==> config.mk <==
export PLATFORM = sky130hd
export DESIGN_NAME = lirq_window
export DESIGN_NICKNAME = d
export VERILOG_FILES = /design/src/rtl/lirq_pkg.sv /design/src/rtl/lirq_rst_sync.sv /design/src/rtl/lirq_decode.sv /design/src/rtl/lirq_core_regs.sv /design/src/rtl/lirq_pin_route.sv /design/src/rtl/lirq_window.sv
export SDC_FILE = /design/constraint.sdc
export NUM_CORES = 1
export LEC_CHECK = 0
export ABC_CLOCK_PERIOD_IN_PS = 9040
export BUFFER_PORTS_ARGS = -buffer_cell sky130_fd_sc_hd__buf_2
export CELL_PAD_IN_SITES_DETAIL_PLACEMENT = 1
export CELL_PAD_IN_SITES_GLOBAL_PLACEMENT = 1
export CORE_AREA = 5 5 121 100
export DETAILED_ROUTE_END_ITERATION = 12
export DIE_AREA = 0 0 126 105
export GPL_ROUTABILITY_DRIVEN = 0
export PLACE_DENSITY = 0.85
export SLEW_MARGIN = 20
export SYNTH_ARGS = -nofsm -noshare
export SYNTH_HDL_FRONTEND = slang
export SYNTH_SLANG_ARGS = --single-unit
==> constraint.sdc <==
create_clock -name clk -period 9.04 [get_ports clk]
set_input_delay 1.356 -clock clk [delete_from_list [all_inputs] [get_ports clk]]
set_output_delay 1.356 -clock clk [all_outputs]
set_load 0.005 [all_outputs]
==> src/rtl/lirq_pkg.sv <==
package lirq_pkg;
  localparam int DATA_W     = 32;
  localparam int OFF_W      = 3;
  localparam int SEL_W      = 8;
  localparam int MAP_EN_BIT = 31;

  typedef enum logic [OFF_W-1:0] {
    OFF_CTRL = 3'd0,
    OFF_PEND = 3'd1,
    OFF_MASK = 3'd2,
    OFF_TMAP = 3'd3,
    OFF_PMAP = 3'd4,
    OFF_SEL  = 3'd5,
    OFF_CFG  = 3'd6,
    OFF_NONE = 3'd7
  } lirq_off_e;
endpackage

==> src/rtl/lirq_rst_sync.sv <==
module lirq_rst_sync (
  input  logic clk,
  input  logic rst_n,
  output logic rst_n_sync
);
  logic meta_q;
  logic sync_q;

  always_ff @(posedge clk or negedge rst_n) begin
    if (!rst_n) begin
      meta_q <= 1'b0;
      sync_q <= 1'b0;
    end else begin
      meta_q <= 1'b1;
      sync_q <= meta_q;
    end
  end

  assign rst_n_sync = sync_q;
endmodule

==> src/rtl/lirq_decode.sv <==
module lirq_decode
  import lirq_pkg::*;
#(
  parameter int NUM_CORES = 4,
  parameter int CORE_W    = 2
) (
  input  logic              bus_valid,
  input  logic              bus_write,
  input  logic [CORE_W-1:0] bus_core,
  input  logic [OFF_W:0]    bus_addr,
  input  logic [SEL_W-1:0]  sel_req,
  output logic              is_other,
  output lirq_off_e         off,
  output logic [CORE_W-1:0] tgt_core,
  output logic              tgt_ok,
  output logic              acc_rd,
  output logic              acc_wr
);
  always_comb begin
    is_other = bus_addr[OFF_W];
    off      = lirq_off_e'(bus_addr[OFF_W-1:0]);
    acc_rd   = bus_valid && !bus_write;
    acc_wr   = bus_valid && bus_write;
    if (is_other) begin
      tgt_core = sel_req[CORE_W-1:0];
      tgt_ok   = (int'(sel_req) < NUM_CORES);
    end else begin
      tgt_core = bus_core;
      tgt_ok   = (int'(bus_core) < NUM_CORES);
    end
  end
endmodule

==> src/rtl/lirq_core_regs.sv <==
module lirq_core_regs
  import lirq_pkg::*;
#(
  parameter int   PIN_IDX_W   = 3,
  parameter logic TIMER_RTBL  = 1'b1,
  parameter logic PERF_RTBL   = 1'b1
) (
  input  logic                 clk,
  input  logic                 rst_n,
  input  logic                 wr_en,
  input  lirq_off_e            off,
  input  logic [DATA_W-1:0]    wdata,
  input  logic                 timer_evt,
  input  logic                 perf_evt,
  output logic [DATA_W-1:0]    rd_data,
  output logic [1:0]           mask,
  output logic                 tmap_en,
  output logic [PIN_IDX_W-1:0] tmap_pin,
  output logic                 pmap_en,
  output logic [PIN_IDX_W-1:0] pmap_pin
);
  logic [1:0]           mask_q, mask_d;
  logic                 ten_q, ten_d, pen_q, pen_d;
  logic [PIN_IDX_W-1:0] tpin_q, tpin_d, ppin_q, ppin_d;
  logic                 t_wr, p_wr;
  logic                 unused_wbits;

  assign unused_wbits = ^wdata;

  // map writes are gated by the build-time routability of each source
  assign t_wr = wr_en && (off == OFF_TMAP) && TIMER_RTBL;
  assign p_wr = wr_en && (off == OFF_PMAP) && PERF_RTBL;

  always_comb begin
    mask_d = mask_q;
    ten_d  = ten_q;
    tpin_d = tpin_q;
    pen_d  = pen_q;
    ppin_d = ppin_q;
    if (wr_en && (off == OFF_MASK)) mask_d = wdata[1:0];
    if (t_wr) begin
      ten_d  = wdata[MAP_EN_BIT];
      tpin_d = wdata[PIN_IDX_W-1:0];
    end
    if (p_wr) begin
      pen_d  = wdata[MAP_EN_BIT];
      ppin_d = wdata[PIN_IDX_W-1:0];
    end
  end

  always_ff @(posedge clk or negedge rst_n) begin
    if (!rst_n) begin
      mask_q <= '0;
      ten_q  <= 1'b0;
      tpin_q <= '0;
      pen_q  <= 1'b0;
      ppin_q <= '0;
    end else begin
      mask_q <= mask_d;
      ten_q  <= ten_d;
      tpin_q <= tpin_d;
      pen_q  <= pen_d;
      ppin_q <= ppin_d;
    end
  end

  always_comb begin
    rd_data = '0;
    case (off)
      OFF_CTRL: rd_data[1:0] = {PERF_RTBL, TIMER_RTBL};
      OFF_PEND: rd_data[1:0] = {perf_evt, timer_evt};
      OFF_MASK: rd_data[1:0] = mask_q;
      OFF_TMAP: begin
        rd_data[MAP_EN_BIT]    = ten_q;
        rd_data[PIN_IDX_W-1:0] = tpin_q;
      end
      OFF_PMAP: begin
        rd_data[MAP_EN_BIT]    = pen_q;
        rd_data[PIN_IDX_W-1:0] = ppin_q;
      end
      default: rd_data = '0;
    endcase
  end

  assign mask     = mask_q;
  assign tmap_en  = ten_q;
  assign tmap_pin = tpin_q;
  assign pmap_en  = pen_q;
  assign pmap_pin = ppin_q;

  assert_tmap_locked_R5: assert property (@(posedge clk) disable iff (!rst_n)
    (wr_en && off == OFF_TMAP && !TIMER_RTBL) |=> ($stable(ten_q) && $stable(tpin_q)));
  assert_pmap_locked_R5: assert property (@(posedge clk) disable iff (!rst_n)
    (wr_en && off == OFF_PMAP && !PERF_RTBL) |=> ($stable(pen_q) && $stable(ppin_q)));
  assert_mask_write_R6: assert property (@(posedge clk) disable iff (!rst_n)
    (wr_en && off == OFF_MASK) |=> (mask_q == $past(wdata[1:0])));
endmodule

==> src/rtl/lirq_pin_route.sv <==
module lirq_pin_route #(
  parameter int NUM_PINS  = 6,
  parameter int PIN_IDX_W = 3
) (
  input  logic                 clk,
  input  logic                 rst_n,
  input  logic                 timer_evt,
  input  logic                 perf_evt,
  input  logic [1:0]           mask,
  input  logic                 tmap_en,
  input  logic [PIN_IDX_W-1:0] tmap_pin,
  input  logic                 pmap_en,
  input  logic [PIN_IDX_W-1:0] pmap_pin,
  output logic [NUM_PINS-1:0]  pin_q
);
  logic                t_act, p_act;
  logic [NUM_PINS-1:0] pin_d;

  assign t_act = timer_evt && tmap_en && mask[0];
  assign p_act = perf_evt  && pmap_en && mask[1];

  for (genvar p = 0; p < NUM_PINS; p++) begin : g_pin
    assign pin_d[p] = (t_act && (tmap_pin == PIN_IDX_W'(p))) ||
                      (p_act && (pmap_pin == PIN_IDX_W'(p)));
  end

  always_ff @(posedge clk or negedge rst_n) begin
    if (!rst_n) pin_q <= '0;
    else        pin_q <= pin_d;
  end

  assert_pin_drop_R7: assert property (@(posedge clk) disable iff (!rst_n)
    !(timer_evt || perf_evt) |=> (pin_q == '0));
  assert_pin_cause_R7: assert property (@(posedge clk) disable iff (!rst_n)
    (pin_q != '0) |-> $past(timer_evt || perf_evt));
  assert_pin_masked_R6: assert property (@(posedge clk) disable iff (!rst_n)
    (mask == 2'b00) |=> (pin_q == '0));
endmodule

==> src/rtl/lirq_window.sv <==
module lirq_window
  import lirq_pkg::*;
#(
  parameter int NUM_CORES = 4,
  parameter int NUM_PINS  = 6,
  parameter logic [NUM_CORES-1:0] TIMER_ROUTABLE = 4'b1101,
  parameter logic [NUM_CORES-1:0] PERF_ROUTABLE  = 4'b1011,
  localparam int CORE_W    = (NUM_CORES > 1) ? $clog2(NUM_CORES) : 1,
  localparam int PIN_IDX_W = (NUM_PINS > 1) ? $clog2(NUM_PINS) : 1,
  localparam int ADDR_W    = OFF_W + 1
) (
  input  logic                          clk,
  input  logic                          rst_n,
  input  logic                          bus_valid,
  input  logic                          bus_write,
  input  logic [CORE_W-1:0]             bus_core,
  input  logic [ADDR_W-1:0]             bus_addr,
  input  logic [DATA_W-1:0]             bus_wdata,
  output logic [DATA_W-1:0]             bus_rdata,
  input  logic [NUM_CORES-1:0]          timer_evt,
  input  logic [NUM_CORES-1:0]          perf_evt,
  output logic [NUM_CORES*NUM_PINS-1:0] pin_req
);
  logic              rst_s_n;
  logic [SEL_W-1:0]  sel_q [NUM_CORES];
  logic [SEL_W-1:0]  sel_req;
  logic              core_ok;
  logic              is_other, tgt_ok, acc_rd, acc_wr, sel_wr;
  lirq_off_e         off;
  logic [CORE_W-1:0] tgt_core;
  logic [DATA_W-1:0] core_rd [NUM_CORES];
  logic [DATA_W-1:0] rd_mux, rdata_d, rdata_q;

  lirq_rst_sync u_rst (.clk(clk), .rst_n(rst_n), .rst_n_sync(rst_s_n));

  assign core_ok = (int'(bus_core) < NUM_CORES);
  assign sel_req = core_ok ? sel_q[bus_core] : '0;

  lirq_decode #(.NUM_CORES(NUM_CORES), .CORE_W(CORE_W)) u_dec (
    .bus_valid(bus_valid), .bus_write(bus_write), .bus_core(bus_core),
    .bus_addr(bus_addr), .sel_req(sel_req), .is_other(is_other), .off(off),
    .tgt_core(tgt_core), .tgt_ok(tgt_ok), .acc_rd(acc_rd), .acc_wr(acc_wr)
  );

  assign sel_wr = acc_wr && !is_other && (off == OFF_SEL) && core_ok;

  for (genvar c = 0; c < NUM_CORES; c++) begin : g_core
    logic [SEL_W-1:0]     sel_d;
    logic                 wr_en;
    logic [1:0]           mask;
    logic                 ten, pen;
    logic [PIN_IDX_W-1:0] tpin, ppin;

    assign sel_d = (sel_wr && (bus_core == CORE_W'(c))) ? bus_wdata[SEL_W-1:0] : sel_q[c];

    always_ff @(posedge clk or negedge rst_s_n) begin
      if (!rst_s_n) sel_q[c] <= '0;
      else          sel_q[c] <= sel_d;
    end

    assign wr_en = acc_wr && tgt_ok && (tgt_core == CORE_W'(c)) &&
                   (off != OFF_SEL) && (off != OFF_CFG);

    lirq_core_regs #(
      .PIN_IDX_W(PIN_IDX_W),
      .TIMER_RTBL(TIMER_ROUTABLE[c]),
      .PERF_RTBL(PERF_ROUTABLE[c])
    ) u_regs (
      .clk(clk), .rst_n(rst_s_n), .wr_en(wr_en), .off(off), .wdata(bus_wdata),
      .timer_evt(timer_evt[c]), .perf_evt(perf_evt[c]), .rd_data(core_rd[c]),
      .mask(mask), .tmap_en(ten), .tmap_pin(tpin), .pmap_en(pen), .pmap_pin(ppin)
    );

    lirq_pin_route #(.NUM_PINS(NUM_PINS), .PIN_IDX_W(PIN_IDX_W)) u_route (
      .clk(clk), .rst_n(rst_s_n), .timer_evt(timer_evt[c]), .perf_evt(perf_evt[c]),
      .mask(mask), .tmap_en(ten), .tmap_pin(tpin), .pmap_en(pen), .pmap_pin(ppin),
      .pin_q(pin_req[c*NUM_PINS +: NUM_PINS])
    );
  end

  always_comb begin
    rd_mux = '0;
    if (!is_other && (off == OFF_SEL)) begin
      rd_mux[SEL_W-1:0] = sel_req;
    end else if (!is_other && (off == OFF_CFG)) begin
      rd_mux = DATA_W'(NUM_CORES - 1);
    end else if (tgt_ok) begin
      rd_mux = core_rd[tgt_core];
    end
  end

  assign rdata_d = acc_rd ? rd_mux : '0;

  always_ff @(posedge clk or negedge rst_s_n) begin
    if (!rst_s_n) rdata_q <= '0;
    else          rdata_q <= rdata_d;
  end

  assign bus_rdata = rdata_q;

  assert_idle_rdata_zero_R10: assert property (@(posedge clk) disable iff (!rst_s_n)
    !(bus_valid && !bus_write) |=> (bus_rdata == '0));
  assert_oob_read_zero_R8: assert property (@(posedge clk) disable iff (!rst_s_n)
    (bus_valid && !bus_write && bus_addr[OFF_W] && (int'(sel_req) >= NUM_CORES))
      |=> (bus_rdata == '0));
  assert_cfg_read_R9: assert property (@(posedge clk) disable iff (!rst_s_n)
    (bus_valid && !bus_write && !bus_addr[OFF_W] && bus_addr[OFF_W-1:0] == 3'd6)
      |=> (bus_rdata == DATA_W'(NUM_CORES - 1)));
  assert_sel_update_R1: assert property (@(posedge clk) disable iff (!rst_s_n)
    (bus_valid && bus_write && !bus_addr[OFF_W] && bus_addr[OFF_W-1:0] == 3'd5 && core_ok)
      |=> (sel_q[$past(bus_core)] == $past(bus_wdata[SEL_W-1:0])));
endmodule

==> results.py <==
metrics = {
    "routing": {
        "dr.first_iter.drc_count": 237,
        "wire_per_inst_um": 19.2,
        "drc": 0,
        "drtPass1Iterations": 4,
        "num_vias": 3307,
        "drt-vias-per-instance": 5.53,
        "ant_nets": 0,
        "met3_length_um": 554,
        "dr.max_layer_used": "met4",
        "dr_wl_met2_mm": 5.67,
        "drt-met1-wl_mm": 5.11,
        "wirelength_mm": 11.5,
    },
    "placement": {
        "dpl.cell_count": 583,
        "dpl_worst_slack_ns": 4.47,
        "dp_hpwl_mm": 8.46,
        "io_buffers": 59,
        "place_area_um2": 5280,
    },
    "floorplanning": {
        "core_area_um2": 10700,
        "die_x_um": 126,
        "die_area_um2": 13200,
        "initial_core_util_pct": 46.2,
        "fp-row-count": 34,
        "die_y_um": 105,
        "ioPinCount": 106,
    },
    "cts": {
        "cts_root_buf": "clkbuf_16",
        "post_cts_buffers": 0,
        "clock_sinks": 99,
        "hold_buffers": 0,
        "clkTransAtPathRegs_ns": 0.06,
        "cts_buffers": 9,
        "cts_tree": "built",
        "insertion_delay_ns": 0.35,
        "cts_resized": 0,
        "htreeDepth": 3,
        "cts_buffer_depth": 2,
    },
    "synth": {
        "postSynth.asyncResetShare_pct": 100,
        "syn_avg_cell_area_um2": 12.5,
        "ys.flop_type": "dfrtp_1",
        "synth_cells": 395,
        "seq_area_frac_synth_pct": 50.0,
        "synth_edf_count": 0,
        "yosys_warnings": 0,
        "yosysUniqueCellTypes": 53,
        "synth_area_um2": 4950,
        "synth_seq_cells": 99,
    },
    "timing": {
        "rsz0062_at_grt": "false",
        "min_period_ns": 4.19,
        "drv_slew": 0,
        "finalHoldViolations": 0,
        "clock_skew_ns": 0.00884,
        "worstMarginPinSlew_ns": 0.920,
        "hold_ws_ns": 0.341,
        "max_freq_ghz": 0.238,
        "setup_tns_ns": 0,
        "relSlewSlack_pct": 38.6,
        "finalCritPeriodShare_pct": 46.4,
        "setup_violations": 0,
        "timing.final.ws_setup_ns": 4.85,
    },
    "hold_path": {
        "worst_hold_path_type": "reg -> async",
    },
    "pwr": {
        "sw_frac_of_total_pct": 26.5,
        "switchingPower_mw": 0.265,
        "p_per_area_nw_per_um2": 180,
        "internal-power_mw": 0.734,
        "finalPower_mw": 0.999,
        "power.share.combinational_pct": 12.9,
        "power.share.clock_pct": 35.8,
        "p_leak_nw": 2.82,
        "ir_worst_vdd_uv": 104,
        "seqPwrFrac_pct": 51.3,
    },
    "worst_setup_path": {
        "cp.required_ns": 9.27,
        "r2r_end": "g_core[1].u_regs.pmap_pin[2]",
        "reg2reg_depth": 5,
        "cp-end-kind": "flip-flop",
        "path_class": "in -> reg",
        "critPathArrivalTime_ns": 4.42,
        "worst_setup_path_start_kind": "input pin",
        "crit_chain": "buf_2, mux4_1, or4_4, o31ai_4, and3b_1, mux2_2",
        "regToRegSetupSlack_ns": 5.93,
        "path_max_fanout": 20,
        "r2r_start": "sel_q[22]",
        "cp_slowest_stage_delay_ns": 0.75,
        "slowest_stage": "o31ai_4",
        "crit_family": "multiplexers",
        "path_buf_inv": 1,
    },
    "final_layout": {
        "fill_cells": 1153,
        "layout_common_cells": "98 x dfrtp_1, 59 x buf_2, 44 x mux2_2, 24 x nand2_1, 24 x conb_1",
        "final_util_pct": 51.9,
        "multiInputGateArea_um2": 2280,
        "seqCellArea_um2": 2480,
        "drive_gt1_share_pct": 35.5,
        "layout.nets": 500,
        "diodes": 0,
        "syn_to_final_growth_pct": 12.2,
        "fin_area_um2": 5560,
        "fin_cells": 598,
        "layout_commonest_cell": "dfrtp_1",
    },
    "global_route": {
        "grtUsageTotal_pct": 18.1,
        "antenna_found_initial": 0,
        "grt_pass1_wl_mm": 19.1,
        "grt_max_degree": 51,
        "gr-total-overflow": 0,
        "grt_pass1_vias": 3634,
    },
    "flow_run": {
        "maxCapViolCount": 0,
    },
    "run_status": {
        "status": "completed",
    },
}
-- Yosys cell counts, drive strengths merged (3+ instances only) --
cell type | number | area [um^2]
dfrtp | 99 | 2480
mux2 | 70 | 863
buf | 27 | 211
nand2 | 24 | 90.1
nor2 | 15 | 56.3
clkbuf | 12 | 45.0
a22oi | 11 | 82.6
and3 | 11 | 68.8
nand3 | 11 | 70.1
nand2b | 10 | 62.6
inv | 8 | 30.0
nor3 | 8 | 40.0
nor2b | 7 | 43.8
nor3b | 7 | 57.6
o22ai | 7 | 43.8
mux4 | 6 | 150
nand3b | 6 | 108
o221ai | 6 | 52.6
mux2i | 5 | 50.1
a22o | 4 | 35.0
o21ai | 4 | 20.0
or2 | 4 | 25.0
or4 | 3 | 26.3
-- cell families (layout without fill, tap and decap cells) --
family	after synthesis	in the layout	synth area share, %
compound gates	47	47	7.50
xor+xnor	1	1	0.177
buf+inv	47	84	5.78
flops	99	99	50.0
mux	81	81	21.5
other cells	2	24	0.152
simple gates	118	118	14.9
-- flip-flops by register name (all words and copies together) (netlist names) --
signal,cells
g_core.u_regs.mask,8
sel_q,32
u_rst.rst_n_sync,1
g_core.u_regs.pmap_pin,9
g_core.u_regs.pmap_en,3
u_rst.meta_q,1
g_core.u_route.pin_q,24
g_core.u_regs.tmap_en,3
g_core.u_regs.tmap_pin,9
bus_rdata,9
-- worst reg2reg max path, stage by stage (launching register included) --
cell and delay (ns):
dfrtp_1 0.38, mux4_1 0.55, or4_4 0.57, o31ai_4 0.75
and3b_1 0.37, mux2_2 0.37
-- final cells by class --
| type | count | share of cell area, % |
|---|---|---|
| multi-input cells | 271 | 41.0 |
| well taps | 144 | 3.24 |
| repair buffers | 61 | 5.58 |
| inverters | 8 | 0.540 |
| flip-flops and latches | 99 | 44.6 |
| clock inverters | 5 | 0.698 |
| clock buffers | 10 | 4.30 |
-- worst max path at each step --
stage / startpoint / to / slack [ns] / depth (start not counted)
floorplan: bus_core[1] / g_core[1].u_regs.pmap_en / 5.48 / 6
global placement: bus_core[0] / g_core[1].u_regs.pmap_pin[1] / 4.50 / 6
detailed placement: bus_core[0] / g_core[1].u_regs.pmap_pin[2] / 4.47 / 6
CTS: bus_core[0] / g_core[1].u_regs.pmap_pin[2] / 4.84 / 6
global route: bus_core[0] / g_core[1].u_regs.pmap_pin[1] / 4.73 / 6
finish: bus_core[0] / g_core[1].u_regs.pmap_pin[2] / 4.85 / 6
-- per-layer routing --
layer  vias up  GRT usage (%)
met1      1704           24.0
met5         -              0
met3        11           4.69
li1       1511              -
met2        81           29.7
met4         0           4.75
-- power groups by stage --
stage                     clock (mW)  combinational [mW]  sequential (mW)
final                          0.358               0.129            0.512
after global routing           0.391               0.140            0.518
after CTS                      0.369               0.129            0.513
after detailed placement           0               0.128            0.521
after global placement             0               0.123            0.517
after floorplan                    0               0.106            0.510
Note: power is estimated with default switching activity, not from simulation.
